**config.mk**
```make
export PLATFORM = sky130hd
export DESIGN_NAME = spi_menu_seq
export DESIGN_NICKNAME = d
export VERILOG_FILES = /design/src/rtl/spi_menu_pkg.sv /design/src/rtl/spi_menu_shift.sv /design/src/rtl/spi_menu_regs.sv /design/src/rtl/spi_menu_ctl.sv /design/src/rtl/spi_menu_seq.sv
export SDC_FILE = /design/constraint.sdc
export NUM_CORES = 2
export LEC_CHECK = 0
export BUFFER_PORTS_ARGS = -buffer_cell sky130_fd_sc_hd__buf_4
export CORE_ASPECT_RATIO = 1.5
export CORE_MARGIN = 5
export CORE_UTILIZATION = 45
export CTS_CLUSTER_SIZE = 12
export DETAILED_ROUTE_END_ITERATION = 16
export HOLD_SLACK_MARGIN = 0.12
export PLACE_DENSITY = 0.62
export SETUP_SLACK_MARGIN = 0.05
export SYNTH_ARGS = -nofsm -noshare
export SYNTH_HDL_FRONTEND = slang
export SYNTH_SLANG_ARGS = --single-unit
export TNS_END_PERCENT = 5
```
**constraint.sdc**
```tcl
create_clock -name clk -period 3.18 [get_ports clk]
set_input_delay 0.636 -clock clk [delete_from_list [all_inputs] [get_ports clk]]
set_output_delay 0.636 -clock clk [all_outputs]
set_load 0.005 [all_outputs]
```
**src/rtl/spi_menu_pkg.sv**
```systemverilog
package spi_menu_pkg;

   localparam int ADDR_W = 7;
   localparam int DATA_W = 16;

   localparam logic [ADDR_W-1:0] REG_STAT  = 7'd0;
   localparam logic [ADDR_W-1:0] REG_CTRL  = 7'd1;
   localparam logic [ADDR_W-1:0] REG_ADRL  = 7'd2;
   localparam logic [ADDR_W-1:0] REG_ADRH  = 7'd3;
   localparam logic [ADDR_W-1:0] REG_PFX   = 7'd4;
   localparam logic [ADDR_W-1:0] REG_KIND  = 7'd5;
   localparam logic [ADDR_W-1:0] REG_MENU0 = 7'd6;
   localparam logic [ADDR_W-1:0] BUF_BASE  = 7'd64;

   // control bit positions
   localparam int CB_GO   = 1;
   localparam int CB_ATOM = 2;
   localparam int CB_PSEL = 3;
   localparam int CB_IDX  = 4;
   localparam int CB_CNT  = 8;
   localparam int CB_DPH  = 14;

   // status bit positions
   localparam int SB_BUSY = 0;
   localparam int SB_DONE = 2;
   localparam int SB_ERR  = 3;
   localparam int SB_LOCK = 15;

   typedef enum logic [1:0] {
      SQ_IDLE = 2'd0,
      SQ_LOAD = 2'd1,
      SQ_WAIT = 2'd2,
      SQ_GAP  = 2'd3
   } sq_state_e;

   typedef enum logic [1:0] {
      PH_OP  = 2'd0,
      PH_ADR = 2'd1,
      PH_DAT = 2'd2
   } sq_phase_e;

endpackage

```
**src/rtl/spi_menu_shift.sv**
```systemverilog
module spi_menu_shift #(
   parameter int HALF_DIV = 2
) (
   input  logic       clk,
   input  logic       rst_n,
   input  logic       start_i,
   input  logic [7:0] tx_i,
   input  logic       miso_i,
   output logic       sclk_o,
   output logic       mosi_o,
   output logic       done_o,
   output logic [7:0] rx_o
);

   logic       busy_q;
   logic       sclk_q;
   logic       done_q;
   logic [7:0] sh_q;
   logic [7:0] rx_q;
   logic [2:0] bit_q;
   logic       tick;

   generate
      if (HALF_DIV == 1) begin : g_fast
         assign tick = busy_q;
      end else begin : g_div
         localparam int DW = $clog2(HALF_DIV);
         logic [DW-1:0] div_q;
         always_ff @(posedge clk or negedge rst_n) begin
            if (!rst_n) begin
               div_q <= '0;
            end else if (!busy_q || start_i) begin
               div_q <= '0;
            end else if (div_q == DW'(HALF_DIV - 1)) begin
               div_q <= '0;
            end else begin
               div_q <= div_q + 1'b1;
            end
         end
         assign tick = busy_q && (div_q == DW'(HALF_DIV - 1));
      end
   endgenerate

   always_ff @(posedge clk or negedge rst_n) begin
      if (!rst_n) begin
         busy_q <= 1'b0;
         sclk_q <= 1'b0;
         done_q <= 1'b0;
         sh_q   <= '0;
         rx_q   <= '0;
         bit_q  <= '0;
      end else begin
         done_q <= 1'b0;
         if (start_i && !busy_q) begin
            busy_q <= 1'b1;
            sclk_q <= 1'b0;
            sh_q   <= tx_i;
            bit_q  <= '0;
         end else if (tick) begin
            if (!sclk_q) begin
               sclk_q <= 1'b1;
               rx_q   <= {rx_q[6:0], miso_i};
            end else begin
               sclk_q <= 1'b0;
               sh_q   <= {sh_q[6:0], 1'b0};
               if (bit_q == 3'd7) begin
                  busy_q <= 1'b0;
                  done_q <= 1'b1;
               end else begin
                  bit_q <= bit_q + 1'b1;
               end
            end
         end
      end
   end

   assign sclk_o = sclk_q;
   assign mosi_o = sh_q[7];
   assign done_o = done_q;
   assign rx_o   = rx_q;

   // mode 0: clock rests low whenever no byte is in flight
   assert_idle_low_R3: assert property (@(posedge clk) disable iff (!rst_n)
      !busy_q |-> !sclk_q);

endmodule

```
**src/rtl/spi_menu_regs.sv**
```systemverilog
module spi_menu_regs
   import spi_menu_pkg::*;
#(
   parameter int MENU_N    = 8,
   parameter int BUF_BYTES = 64,
   localparam int BIDX_W   = $clog2(BUF_BYTES)
) (
   input  logic                   clk,
   input  logic                   rst_n,
   input  logic                   bus_we,
   input  logic [ADDR_W-1:0]      bus_addr,
   input  logic [DATA_W-1:0]      bus_wdata,
   output logic [DATA_W-1:0]      bus_rdata,
   input  logic                   busy_i,
   input  logic                   done_set_i,
   input  logic                   err_set_i,
   input  logic                   seq_we_i,
   input  logic [BIDX_W-1:0]      seq_widx_i,
   input  logic [7:0]             seq_wdata_i,
   input  logic [BIDX_W-1:0]      seq_ridx_i,
   output logic [7:0]             seq_rdata_o,
   output logic [8*MENU_N-1:0]    menu_o,
   output logic [2*MENU_N-1:0]    kind_o,
   output logic [15:0]            pfx_o,
   output logic [23:0]            addr_o,
   output logic                   err_o
);

   localparam int WORDS = MENU_N / 2;

   logic [MENU_N-1:0][7:0] menu_q;
   logic [2*MENU_N-1:0]    kind_q;
   logic [15:0]            pfx_q;
   logic [23:0]            addr_q;
   logic                   done_q, err_q, lock_q;
   logic [7:0]             buf_q [BUF_BYTES];

   logic [ADDR_W-1:0] boff;
   logic              buf_hit;
   logic              stat_wr;

   assign boff    = bus_addr - BUF_BASE;
   assign buf_hit = (bus_addr >= BUF_BASE) && (boff < ADDR_W'(BUF_BYTES));
   assign stat_wr = bus_we && (bus_addr == REG_STAT);

   // protected configuration: menu, kinds, prefix pair
   always_ff @(posedge clk or negedge rst_n) begin
      if (!rst_n) begin
         menu_q <= '0;
         kind_q <= '0;
         pfx_q  <= '0;
      end else if (bus_we && !lock_q) begin
         for (int w = 0; w < WORDS; w++) begin
            if (bus_addr == ADDR_W'(REG_MENU0 + w)) begin
               menu_q[2*w]   <= bus_wdata[7:0];
               menu_q[2*w+1] <= bus_wdata[15:8];
            end
         end
         if (bus_addr == REG_KIND) kind_q <= bus_wdata[2*MENU_N-1:0];
         if (bus_addr == REG_PFX)  pfx_q  <= bus_wdata;
      end
   end

   always_ff @(posedge clk or negedge rst_n) begin
      if (!rst_n) begin
         addr_q <= '0;
      end else if (bus_we) begin
         if (bus_addr == REG_ADRL) addr_q[15:0]  <= bus_wdata;
         if (bus_addr == REG_ADRH) addr_q[23:16] <= bus_wdata[7:0];
      end
   end

   // status: clear-on-one, set by the sequencer wins over a clear
   always_ff @(posedge clk or negedge rst_n) begin
      if (!rst_n) begin
         done_q <= 1'b0;
         err_q  <= 1'b0;
         lock_q <= 1'b0;
      end else begin
         if (stat_wr && bus_wdata[SB_DONE]) done_q <= 1'b0;
         if (stat_wr && bus_wdata[SB_ERR])  err_q  <= 1'b0;
         if (stat_wr && bus_wdata[SB_LOCK]) lock_q <= 1'b1;
         if (done_set_i) done_q <= 1'b1;
         if (err_set_i)  err_q  <= 1'b1;
      end
   end

   // data buffer, sequencer port has priority
   always_ff @(posedge clk or negedge rst_n) begin
      if (!rst_n) begin
         for (int i = 0; i < BUF_BYTES; i++) buf_q[i] <= '0;
      end else if (seq_we_i) begin
         buf_q[seq_widx_i] <= seq_wdata_i;
      end else if (bus_we && buf_hit) begin
         buf_q[boff[BIDX_W-1:0]] <= bus_wdata[7:0];
      end
   end

   always_comb begin
      bus_rdata = '0;
      if (bus_addr == REG_STAT)
         bus_rdata = {lock_q, 11'b0, err_q, done_q, 1'b0, busy_i};
      else if (bus_addr == REG_ADRL)
         bus_rdata = addr_q[15:0];
      else if (bus_addr == REG_ADRH)
         bus_rdata = {8'h00, addr_q[23:16]};
      else if (bus_addr == REG_PFX)
         bus_rdata = pfx_q;
      else if (bus_addr == REG_KIND)
         bus_rdata = DATA_W'(kind_q);
      else if (buf_hit)
         bus_rdata = {8'h00, buf_q[boff[BIDX_W-1:0]]};
      for (int w = 0; w < WORDS; w++) begin
         if (bus_addr == ADDR_W'(REG_MENU0 + w))
            bus_rdata = {menu_q[2*w+1], menu_q[2*w]};
      end
   end

   assign seq_rdata_o = buf_q[seq_ridx_i];
   assign menu_o      = menu_q;
   assign kind_o      = kind_q;
   assign pfx_o       = pfx_q;
   assign addr_o      = addr_q;
   assign err_o       = err_q;

   assert_lock_sticky_R10: assert property (@(posedge clk) disable iff (!rst_n)
      lock_q |=> lock_q);

   assert_menu_frozen_R10: assert property (@(posedge clk) disable iff (!rst_n)
      lock_q |=> ($stable(menu_q) && $stable(kind_q) && $stable(pfx_q)));

endmodule

```
**src/rtl/spi_menu_ctl.sv**
```systemverilog
module spi_menu_ctl
   import spi_menu_pkg::*;
#(
   parameter int MENU_N    = 8,
   parameter int BUF_BYTES = 64,
   parameter int GAP_CYC   = 8,
   localparam int IDX_W    = $clog2(MENU_N),
   localparam int CNT_W    = $clog2(BUF_BYTES)
) (
   input  logic                 clk,
   input  logic                 rst_n,
   input  logic                 go_i,
   input  logic                 want_pfx_i,
   input  logic                 pfx_hi_i,
   input  logic [IDX_W-1:0]     idx_i,
   input  logic [CNT_W-1:0]     cnt_i,
   input  logic                 dph_i,
   input  logic [8*MENU_N-1:0]  menu_i,
   input  logic [2*MENU_N-1:0]  kind_i,
   input  logic [15:0]          pfx_i,
   input  logic [23:0]          addr_i,
   input  logic                 sh_done_i,
   input  logic [7:0]           sh_rx_i,
   input  logic [7:0]           buf_rdata_i,
   output logic                 busy_o,
   output logic                 done_set_o,
   output logic                 err_set_o,
   output logic                 cs_n_o,
   output logic                 sh_start_o,
   output logic [7:0]           sh_tx_o,
   output logic                 buf_we_o,
   output logic [CNT_W-1:0]     buf_idx_o,
   output logic [7:0]           buf_wdata_o
);

   localparam int GW = $clog2(GAP_CYC + 1);

   sq_state_e          state_q;
   sq_phase_e          phase_q;
   logic [CNT_W-1:0]   idx_q;
   logic [GW-1:0]      gap_q;
   logic               cs_q;
   logic               in_pfx_q;
   logic [7:0]         op_q;
   logic [1:0]         kind_q;
   logic [7:0]         pfxop_q;
   logic [23:0]        adr_q;
   logic [CNT_W-1:0]   cnt_q;
   logic               dph_q;

   logic [7:0] sel_pfx;
   logic       start_ok;
   logic       more;
   logic [7:0] cur_byte;

   always_comb begin
      sel_pfx  = pfx_hi_i ? pfx_i[15:8] : pfx_i[7:0];
      start_ok = go_i && (state_q == SQ_IDLE) && !(want_pfx_i && (sel_pfx == 8'h00));

      unique case (phase_q)
         PH_OP:   more = kind_q[1] || dph_q;
         PH_ADR:  more = (idx_q != CNT_W'(2)) || dph_q;
         default: more = (idx_q != cnt_q);
      endcase

      if (in_pfx_q) begin
         cur_byte = pfxop_q;
      end else begin
         unique case (phase_q)
            PH_OP:  cur_byte = op_q;
            PH_ADR: begin
               unique case (idx_q[1:0])
                  2'd0:    cur_byte = adr_q[23:16];
                  2'd1:    cur_byte = adr_q[15:8];
                  default: cur_byte = adr_q[7:0];
               endcase
            end
            default: cur_byte = buf_rdata_i;
         endcase
      end
   end

   always_ff @(posedge clk or negedge rst_n) begin
      if (!rst_n) begin
         state_q  <= SQ_IDLE;
         phase_q  <= PH_OP;
         idx_q    <= '0;
         gap_q    <= '0;
         cs_q     <= 1'b1;
         in_pfx_q <= 1'b0;
         op_q     <= '0;
         kind_q   <= '0;
         pfxop_q  <= '0;
         adr_q    <= '0;
         cnt_q    <= '0;
         dph_q    <= 1'b0;
      end else begin
         unique case (state_q)
            SQ_IDLE: begin
               if (start_ok) begin
                  op_q     <= menu_i[idx_i*8 +: 8];
                  kind_q   <= kind_i[idx_i*2 +: 2];
                  pfxop_q  <= sel_pfx;
                  adr_q    <= addr_i;
                  cnt_q    <= cnt_i;
                  dph_q    <= dph_i;
                  in_pfx_q <= want_pfx_i;
                  phase_q  <= PH_OP;
                  idx_q    <= '0;
                  cs_q     <= 1'b0;
                  state_q  <= SQ_LOAD;
               end
            end
            SQ_LOAD: state_q <= SQ_WAIT;
            SQ_WAIT: begin
               if (sh_done_i) begin
                  if (in_pfx_q) begin
                     in_pfx_q <= 1'b0;
                     cs_q     <= 1'b1;
                     gap_q    <= '0;
                     state_q  <= SQ_GAP;
                  end else if (!more) begin
                     cs_q    <= 1'b1;
                     state_q <= SQ_IDLE;
                  end else begin
                     state_q <= SQ_LOAD;
                     unique case (phase_q)
                        PH_OP: begin
                           phase_q <= kind_q[1] ? PH_ADR : PH_DAT;
                           idx_q   <= '0;
                        end
                        PH_ADR: begin
                           if (idx_q == CNT_W'(2)) begin
                              phase_q <= PH_DAT;
                              idx_q   <= '0;
                           end else begin
                              idx_q <= idx_q + 1'b1;
                           end
                        end
                        default: idx_q <= idx_q + 1'b1;
                     endcase
                  end
               end
            end
            default: begin
               if (gap_q == GW'(GAP_CYC - 1)) begin
                  cs_q    <= 1'b0;
                  state_q <= SQ_LOAD;
               end else begin
                  gap_q <= gap_q + 1'b1;
               end
            end
         endcase
      end
   end

   assign busy_o      = (state_q != SQ_IDLE);
   assign err_set_o   = go_i && !start_ok;
   assign done_set_o  = (state_q == SQ_WAIT) && sh_done_i && !in_pfx_q && !more;
   assign cs_n_o      = cs_q;
   assign sh_start_o  = (state_q == SQ_LOAD);
   assign sh_tx_o     = cur_byte;
   assign buf_we_o    = (state_q == SQ_WAIT) && sh_done_i && !in_pfx_q &&
                        (phase_q == PH_DAT) && !kind_q[0];
   assign buf_idx_o   = idx_q;
   assign buf_wdata_o = sh_rx_i;

   assert_adr_bound_R4: assert property (@(posedge clk) disable iff (!rst_n)
      (state_q != SQ_IDLE && phase_q == PH_ADR) |-> (idx_q < CNT_W'(3)));

   assert_dat_bound_R5: assert property (@(posedge clk) disable iff (!rst_n)
      (state_q != SQ_IDLE && phase_q == PH_DAT) |-> (idx_q <= cnt_q));

   assert_gap_high_R8: assert property (@(posedge clk) disable iff (!rst_n)
      (state_q == SQ_GAP) |-> cs_n_o);

endmodule

```
**src/rtl/spi_menu_seq.sv**
```systemverilog
module spi_menu_seq
   import spi_menu_pkg::*;
#(
   parameter int HALF_DIV  = 2,
   parameter int MENU_N    = 8,
   parameter int BUF_BYTES = 64
) (
   input  logic        clk,
   input  logic        rst_n,
   input  logic        bus_we,
   input  logic [6:0]  bus_addr,
   input  logic [15:0] bus_wdata,
   output logic [15:0] bus_rdata,
   output logic        spi_sclk,
   output logic        spi_cs_n,
   output logic        spi_mosi,
   input  logic        spi_miso
);

   localparam int IDX_W   = $clog2(MENU_N);
   localparam int CNT_W   = $clog2(BUF_BYTES);
   localparam int GAP_CYC = 4 * HALF_DIV;

   generate
      if (HALF_DIV < 1) begin : g_bad_div
         $error("HALF_DIV must be at least 1");
      end
      if (MENU_N != 2 && MENU_N != 4 && MENU_N != 8) begin : g_bad_menu
         $error("MENU_N must be 2, 4 or 8");
      end
      if (BUF_BYTES < 4 || BUF_BYTES > 64 || (BUF_BYTES & (BUF_BYTES - 1)) != 0) begin : g_bad_buf
         $error("BUF_BYTES must be a power of two from 4 to 64");
      end
   endgenerate

   logic                go;
   logic                busy, done_set, err_set, err_q;
   logic                sh_start, sh_done;
   logic [7:0]          sh_tx, sh_rx;
   logic                buf_we;
   logic [CNT_W-1:0]    buf_idx;
   logic [7:0]          buf_wdata, buf_rdata;
   logic [8*MENU_N-1:0] menu;
   logic [2*MENU_N-1:0] kind;
   logic [15:0]         pfx;
   logic [23:0]         addr;

   assign go = bus_we && (bus_addr == REG_CTRL) && bus_wdata[CB_GO];

   spi_menu_regs #(
      .MENU_N    (MENU_N),
      .BUF_BYTES (BUF_BYTES)
   ) u_regs (
      .clk         (clk),
      .rst_n       (rst_n),
      .bus_we      (bus_we),
      .bus_addr    (bus_addr),
      .bus_wdata   (bus_wdata),
      .bus_rdata   (bus_rdata),
      .busy_i      (busy),
      .done_set_i  (done_set),
      .err_set_i   (err_set),
      .seq_we_i    (buf_we),
      .seq_widx_i  (buf_idx),
      .seq_wdata_i (buf_wdata),
      .seq_ridx_i  (buf_idx),
      .seq_rdata_o (buf_rdata),
      .menu_o      (menu),
      .kind_o      (kind),
      .pfx_o       (pfx),
      .addr_o      (addr),
      .err_o       (err_q)
   );

   spi_menu_ctl #(
      .MENU_N    (MENU_N),
      .BUF_BYTES (BUF_BYTES),
      .GAP_CYC   (GAP_CYC)
   ) u_ctl (
      .clk         (clk),
      .rst_n       (rst_n),
      .go_i        (go),
      .want_pfx_i  (bus_wdata[CB_ATOM]),
      .pfx_hi_i    (bus_wdata[CB_PSEL]),
      .idx_i       (bus_wdata[CB_IDX +: IDX_W]),
      .cnt_i       (bus_wdata[CB_CNT +: CNT_W]),
      .dph_i       (bus_wdata[CB_DPH]),
      .menu_i      (menu),
      .kind_i      (kind),
      .pfx_i       (pfx),
      .addr_i      (addr),
      .sh_done_i   (sh_done),
      .sh_rx_i     (sh_rx),
      .buf_rdata_i (buf_rdata),
      .busy_o      (busy),
      .done_set_o  (done_set),
      .err_set_o   (err_set),
      .cs_n_o      (spi_cs_n),
      .sh_start_o  (sh_start),
      .sh_tx_o     (sh_tx),
      .buf_we_o    (buf_we),
      .buf_idx_o   (buf_idx),
      .buf_wdata_o (buf_wdata)
   );

   spi_menu_shift #(
      .HALF_DIV (HALF_DIV)
   ) u_shift (
      .clk     (clk),
      .rst_n   (rst_n),
      .start_i (sh_start),
      .tx_i    (sh_tx),
      .miso_i  (spi_miso),
      .sclk_o  (spi_sclk),
      .mosi_o  (spi_mosi),
      .done_o  (sh_done),
      .rx_o    (sh_rx)
   );

   assert_sclk_rest_R3: assert property (@(posedge clk) disable iff (!rst_n)
      spi_cs_n |-> !spi_sclk);

   assert_go_busy_err_R9: assert property (@(posedge clk) disable iff (!rst_n)
      (go && busy) |=> err_q);

endmodule

```
# [Word-level counts from Yosys, hierarchy flattened]
# Cells that the tools add are included.
[word_totals] ff_bits=723 elab_cells=300
[op_classes] n_addsub=5 n_lt_le_gt_ge=6 n_eq_ne=29 n_shift=2 n_mux=87 n_bitwise=6 n_reduce_logical=67
[op_table] operator="$bwmux W512" n=2
[op_table] operator="$mux W512" n=2
[op_table] operator="$mux W16" n=9
[op_table] operator="$bmux W8 S6" n=2
[op_table] operator="$demux W8 S6" n=2
[op_table] operator="$mux W8" n=12
[op_table] operator="$shiftx A64 B7 Y8" n=1
[op_table] operator="$pmux W8 S2" n=2
[op_table] operator="$mux W6" n=5
[op_table] operator="$eq A7 B3 Y1 const B" n=4
[op_table] operator="$mux W1" n=25
[op_table] operator="$pmux W6 S2" n=2
[op_table] operator="$logic_and A1 B1 Y1" n=22
[op_table] operator="$ge A7 B7 Y1 const B" n=3
[op_table] operator="$mux W2" n=10
[op_table] operator="$reduce_and A2 Y1" n=10
[op_table] operator="$reduce_bool A2 Y1" n=8
[op_table] operator="$shiftx A16 B5 Y2" n=1
[op_table] operator="$reduce_and A3 Y1" n=5
[op_table] operator="$eq A7 B2 Y1 const B" n=2
[op_table] operator="$eq A7 B4 Y1 const B" n=2
[op_table] operator="$lt A7 B1 Y1 const B" n=2
[op_table] operator="$not A6 Y7" n=2
[op_table] operator="$mux W3" n=4
[op_table] operator="other kinds (36)" n=63

# [Logic depth before layout (Yosys ltp)]
[depth] word_depth=15 ltp_mapped=13 mapped_depth_nobuf=8

# [By module]
# A second synthesis with hierarchy kept.
[unflattened] cells_unflattened=3922 area_unflattened_um2=43554.3
[modules_own_cells] module="spi_menu_regs" instances=1 cells_per_inst=3454 area_each_um2=38483.2 seq_area_each_um2=15890.2
[modules_own_cells] module="spi_menu_ctl" instances=1 cells_per_inst=377 area_each_um2=4050.1 seq_area_each_um2=1627.8
[modules_own_cells] module="spi_menu_shift" instances=1 cells_per_inst=88 area_each_um2=988.4 seq_area_each_um2=575.6
[modules_own_cells] module="spi_menu_seq" instances=1 cells_per_inst=3 area_each_um2=32.5 seq_area_each_um2=0.0

# [Least setup slack after synthesis]
# Ideal clock, no wire load.
[synth_path] path_kind="input -> output" start="input port bus_addr[0]" end="output port bus_rdata[4]" t_arrival_ns=2.456 setup_slack_ns=0.088 path_stages=7 n_path_buf=3 path_cell_list="buf_6 -> buf_6 -> buf_2 -> mux4_2 -> mux4_2 -> o221ai_1 -> nor3_1"
[synth_between] elab_chain_cells=15 word_cells_on_any_way=27
[synth_rtl] item="start: declaration" line="spi_menu_seq.sv:11" text="input logic [6:0] bus_addr,"
[synth_rtl] item="$sub A7 B7 Y7" line="spi_menu_regs.sv:42" text="assign boff = bus_addr - BUF_BASE;"
[synth_rtl] item="$not A6 Y7 (implied by the code)" line="spi_menu_regs.sv:112" text="bus_rdata = {8'h00, buf_q[boff[BIDX_W-1:0]]};"
[synth_rtl] item="$bmux W8 S6" line="spi_menu_regs.sv:112"
[synth_rtl] item="$mux W8 (implied by the code) (2 in series)" line="spi_menu_regs.sv:112"
[synth_rtl] item="$mux W8" line="spi_menu_regs.sv:111" text="else if (buf_hit)"
[synth_rtl] item="$mux W16" line="spi_menu_regs.sv:109" text="else if (bus_addr == REG_KIND)"
[synth_rtl] item="$mux W16" line="spi_menu_regs.sv:107" text="else if (bus_addr == REG_PFX)"
[synth_rtl] item="$mux W16" line="spi_menu_regs.sv:105" text="else if (bus_addr == REG_ADRH)"
[synth_rtl] item="$mux W16" line="spi_menu_regs.sv:103" text="else if (bus_addr == REG_ADRL)"
[synth_rtl] item="$mux W16" line="spi_menu_regs.sv:101" text="if (bus_addr == REG_STAT)"
[synth_rtl] item="$mux W16 (3 in series)" line="spi_menu_regs.sv:114" text="if (bus_addr == ADDR_W'(REG_MENU0 + w))"
[synth_rtl] item="$mux W16 *" line="spi_menu_regs.sv:114"
[synth_rtl] item="end: declaration" line="spi_menu_seq.sv:13" text="output logic [15:0] bus_rdata,"
# Mark *: on every way between the ends. The rest lies on a longest branch, timed or not. The select of a mux whose other input is x is not followed.

# [Worst setup path after layout]
[layout_path] start="register u_regs.buf_q[144] (netlist bit)" end="output port bus_rdata[0]"
[layout_between] elab_chain_cells=13
[layout_rtl] item="start: declaration" line="spi_menu_regs.sv:36" text="logic [7:0] buf_q [BUF_BYTES];"
[layout_rtl] item="start signal: indexed assignment" line="spi_menu_regs.sv:93" text="buf_q[seq_widx_i] <= seq_wdata_i;"
[layout_rtl] item="start signal: indexed assignment" line="spi_menu_regs.sv:95" text="buf_q[boff[BIDX_W-1:0]] <= bus_wdata[7:0];"
[layout_rtl] item="$bmux W8 S6" line="spi_menu_regs.sv:112"
[layout_rtl] item="$mux W8 (implied by the code) (2 in series)" line="spi_menu_regs.sv:112"
[layout_rtl] item="$mux W8" line="spi_menu_regs.sv:111"
[layout_rtl] item="$mux W16" line="spi_menu_regs.sv:109"
[layout_rtl] item="$mux W16" line="spi_menu_regs.sv:107"
[layout_rtl] item="$mux W16" line="spi_menu_regs.sv:105"
[layout_rtl] item="$mux W16" line="spi_menu_regs.sv:103"
[layout_rtl] item="$mux W16" line="spi_menu_regs.sv:101"
[layout_rtl] item="$mux W16 (4 in series)" line="spi_menu_regs.sv:114"
# No other way between the ends. The select of a mux whose other input is x is not followed.

==> results.toml <==
[outcome]
status = "finished, violations left"
violations = "negative setup slack"

[power]
switching_power_of_the_nets_mw = 7.861
sequentialPowerShare = 0.472
power_density_nw_per_um2 = 473.9
cell_internal_power_dissipation_mw = 16.90
sw_ratio = 0.3174
static_leak_nw = 21.87
worst_ir_drop_vdd_mv = 0.4145
power_frac_clock = 0.366
power.combinational.fraction = 0.162

[clock_tree]
clockRootBuffer = "clkbuf_16"
worst_skew_pair.late_latency_ns = 0.72
tritoncts.num_buffers = 77
clk_path_buf_depth = 3
clock-sinks = 723
cts_tree = "built"
htreeDepth = 3
clkSlewWorstSetupHoldPaths_ns = 0.06

[synth]
synth_area_leader_cell = "dfrtp_1"
synth_sequential_area_ratio = 0.4165
post_synth_main_area_contributors = "dfrtp_1, mux4_2, o22a_1"
post_synth_most_frequent_cells = "dfrtp_1, nand2_1, o21ai_0, o22a_1, a22oi_1"
synthesis.area_per_instance_sq_um = 9.987
post_synth_instance_area_sq_um = 43440
synth_cell_types = 90
register_bit_count_reported_by_yosys = 723
yosys_warnings = 0
asyncSetResetFlopFracSynth = 1.000
synthesis.instances = 4350
synth_top_area_share = 0.4159
synthMostInstantiatedCell = "dfrtp_1"
synthFlopType = "dfrtp_1"
syn-num-nets = 4387
count_of_flip_flops_with_a_built_in_enable_after_synthesis = 0

[setup_path]
endpoint_kind_of_the_worst_setup_timing_path = "output port"
reg2reg_slack_ns = -0.13
crit_required_ns = 2.54
timing.critical_path.mode_cell = "mux4_2"
startpoint_type = "flop"
timing_worst_setup_path_type = "flop to output port"
cp_cell_sequence = "mux4_2 -> mux4_2 -> nand2_2 -> o21ai_2 -> nor3_4 -> buf_6 -> a211oi_4 -> buf_4"
timing.critical_path.slowest_stage_cell = "mux4_2"
ff2ff_path_depth = 8
critical_path_peak_fanout = 2
capture_point_of_the_worst_reg_to_reg_path = "u_shift.sh_q[0]"
crit_path_max_incr_delay_ns = 0.63
critPathArrivalTime_ns = 3.18
worstReg2RegStart = "u_ctl.buf_idx_o[0]"

[timing]
rsz0062_at_grt = "true"
max_freq_mhz = 262.0
final_hold_viol_count = 0
timing.final.max_slew_violations = 0
timing.final.setup_violations = 11
post-route-worst-setup-slack_ns = -0.6369
finalWorstPathRequiredPeriod_ns = 3.817
slew-limit-headroom = 0.2776
timing.hold.ws_ns = 0.1938
layout_worst_path_cycle_share = 1.200
finalClockSkew_ns = 0.02634
tightest_slew_ns = 1.084

[die]
design.die.area_sq_um = 103000
fp.coreArea_sq_um = 95830
die_boundary_height_microns = 390.5
initial_utilization = 0.4534
core.rowCount = 139
io_count = 46
die_w_microns = 263.7

[run]
cap_violations = 0

[detailed_routing]
drt-wirelength-per-cell_microns = 38.10
antenna_left = 0
drt_wl_total_microns = 230400
drt_iter0_drc = 6548
detail_route.drc_violations = 0
dr.pass1.iters = 8
vias = 43270
number_of_vias_per_cell_after_detailed_routing = 7.154

[hold_path]
worst_hold_startpoint = "spi_miso"
whs_endpoint = "u_shift.rx_o[0]"
hold_path_depth = 2
hold_class = "input port to flop"

[placement]
place.port_buffers = 45
placed_area_sq_um = 49380
placed_wire_length_estimate_microns = 164000
dpl_worst_slack_ns = -1.055
dp_cells = 5903
globalplace.congestion = 1.162

[grt]
met2_usage = 0.6716
grt_start_max_net_pins = 97
grt_antenna_before_repair = 23
globalRouteMet3Util = 0.1370
grt_remaining_overflow = 0
grt_pass1_wl_microns = 322800
met1_routing_resource_usage_after_global_routing = 0.4685
grtUsageTotal = 0.4375
gr-max-usage-layer = "met2"
via_count_of_the_first_global_routing_pass = 41560

[final_layout]
layout-drive-gt1-share = 0.2778
stdcell_area_sq_um = 52250
sequential_cell_area_sq_um = 18130
multi_input_area_sq_um = 23620
syn2layout_area_growth_pct = 20.27
number_of_cells_in_the_finished_layout_apart_from_fillers = 6048
fillerInstances = 8643
layout.nets = 4751
## sequential cells by signal, summed over array words and instances, names as in the netlist, 2 cells and up
| name | flops |
|---|---|
| u_shift.bit_q | 3 |
| u_shift.rx_o | 8 |
| u_ctl.buf_idx_o | 6 |
| u_regs.pfx_o | 16 |
| u_ctl.state_q | 2 |
| u_ctl.pfxop_q | 8 |
| u_ctl.cnt_q | 6 |
| u_regs.menu_o | 64 |
| u_ctl.kind_q | 2 |
| u_ctl.phase_q | 2 |
| u_ctl.adr_q | 24 |
| u_regs.buf_q | 512 |
| u_ctl.gap_q | 4 |
| u_regs.addr_o | 24 |
| u_ctl.op_q | 8 |
| u_regs.kind_o | 16 |
| u_shift.sh_q | 8 |
## worst max-delay path, delay by kind of cell, from the launching register on
family | cells | cell delay [ns]
flip-flops | 1 | 0.49
AO/OA/AOI/OAI | 2 | 0.12
buffers and inverters | 2 | 0.32
AND/OR/NAND/NOR | 2 | 0.45
multiplexers | 2 | 1.10
## cell type report
class	instances	share of cell area
Clock buffer	110	0.04236
Clock inverter	18	0.003400
Timing Repair Buffer	697	0.1229
Sequential cell	723	0.3470
Antenna cell	16	0.0007663
Tap cell	1269	0.03039
Multi-Input combinational cell	3199	0.4521
Inverter	16	0.001149
## repair_timing
action,CTS,global route
buffers inserted,0,0
hold buffers,1,0
endpoints found under the hold margin,36,0
setup endpoints to repair,27,48
gates resized for setup,56,58
pin swaps,9,16
## logic make-up after synthesis
family | count (synthesis) | synth area share
DFF | 723 | 0.4165
and+or+nand+nor | 1151 | 0.1154
adders and majority gates | 10 | 0.002880
buffers and inverters | 428 | 0.04879
AOI/OAI and AO/OA | 1552 | 0.2495
xor gates and xnor gates | 8 | 0.001613
muxes | 478 | 0.1653
## power by group through the flow
stage	Clock, mW	Sequential [mW]	Combinational, mW
4_1_cts	9.08	11.5	3.79
6_report	9.07	11.7	4.00
3_5_place_dp	0	11.7	3.74
5_1_grt	9.43	11.6	4.21
3_3_place_gp	0	11.7	3.67
2_1_floorplan	0	10.8	2.07
## metrics by stage
stage                     power (mW)    util  setup TNS, ns
after floorplan                12.90       -              0
after global placement         15.33  0.5153         -6.004
after detailed placement       15.40  0.5153         -6.202
after CTS                      24.37  0.5428         -3.152
after global routing           25.26  0.5449         -3.630
final                          24.76  0.5452         -3.757
## layer usage
| metal | part of all wire | vias up |
|---|---|---|
| li1 | - | 17180 |
| met1 | 0.32 | 21170 |
| met2 | 0.44 | 3534 |
| met3 | 0.11 | 1376 |
| met4 | 0.14 | 14 |
| met5 | 0.00070 | - |
## layout by cell type, fill, tap and decap left out, drive strengths merged, types with 44 or more instances in the layout
master  synthesis  final
a21oi         170    170
nand2         734    734
a221oi         44     44
dfrtp         722    722
o22a          440    440
mux4          173    173
buf           229    696
mux2i         118    118
clkbuf        183    110
a22oi         227    227
mux2          187    187
nor2          218    218
o21ai         467    467
## worst max-delay path by stage
stage | start | endpoint | slack, ns | cells after the start
floorplan | bus_addr[0] | bus_rdata[4] | 0.09 | 7
global placement | bus_addr[0] | bus_rdata[5] | -1.07 | 11
detailed placement | bus_addr[0] | bus_rdata[5] | -1.06 | 11
CTS | u_regs.buf_q[17] | bus_rdata[1] | -0.58 | 8
global route | u_regs.buf_q[144] | bus_rdata[0] | -0.63 | 8
finish | u_regs.buf_q[144] | bus_rdata[0] | -0.64 | 8
(Power assumes the default switching activity.)
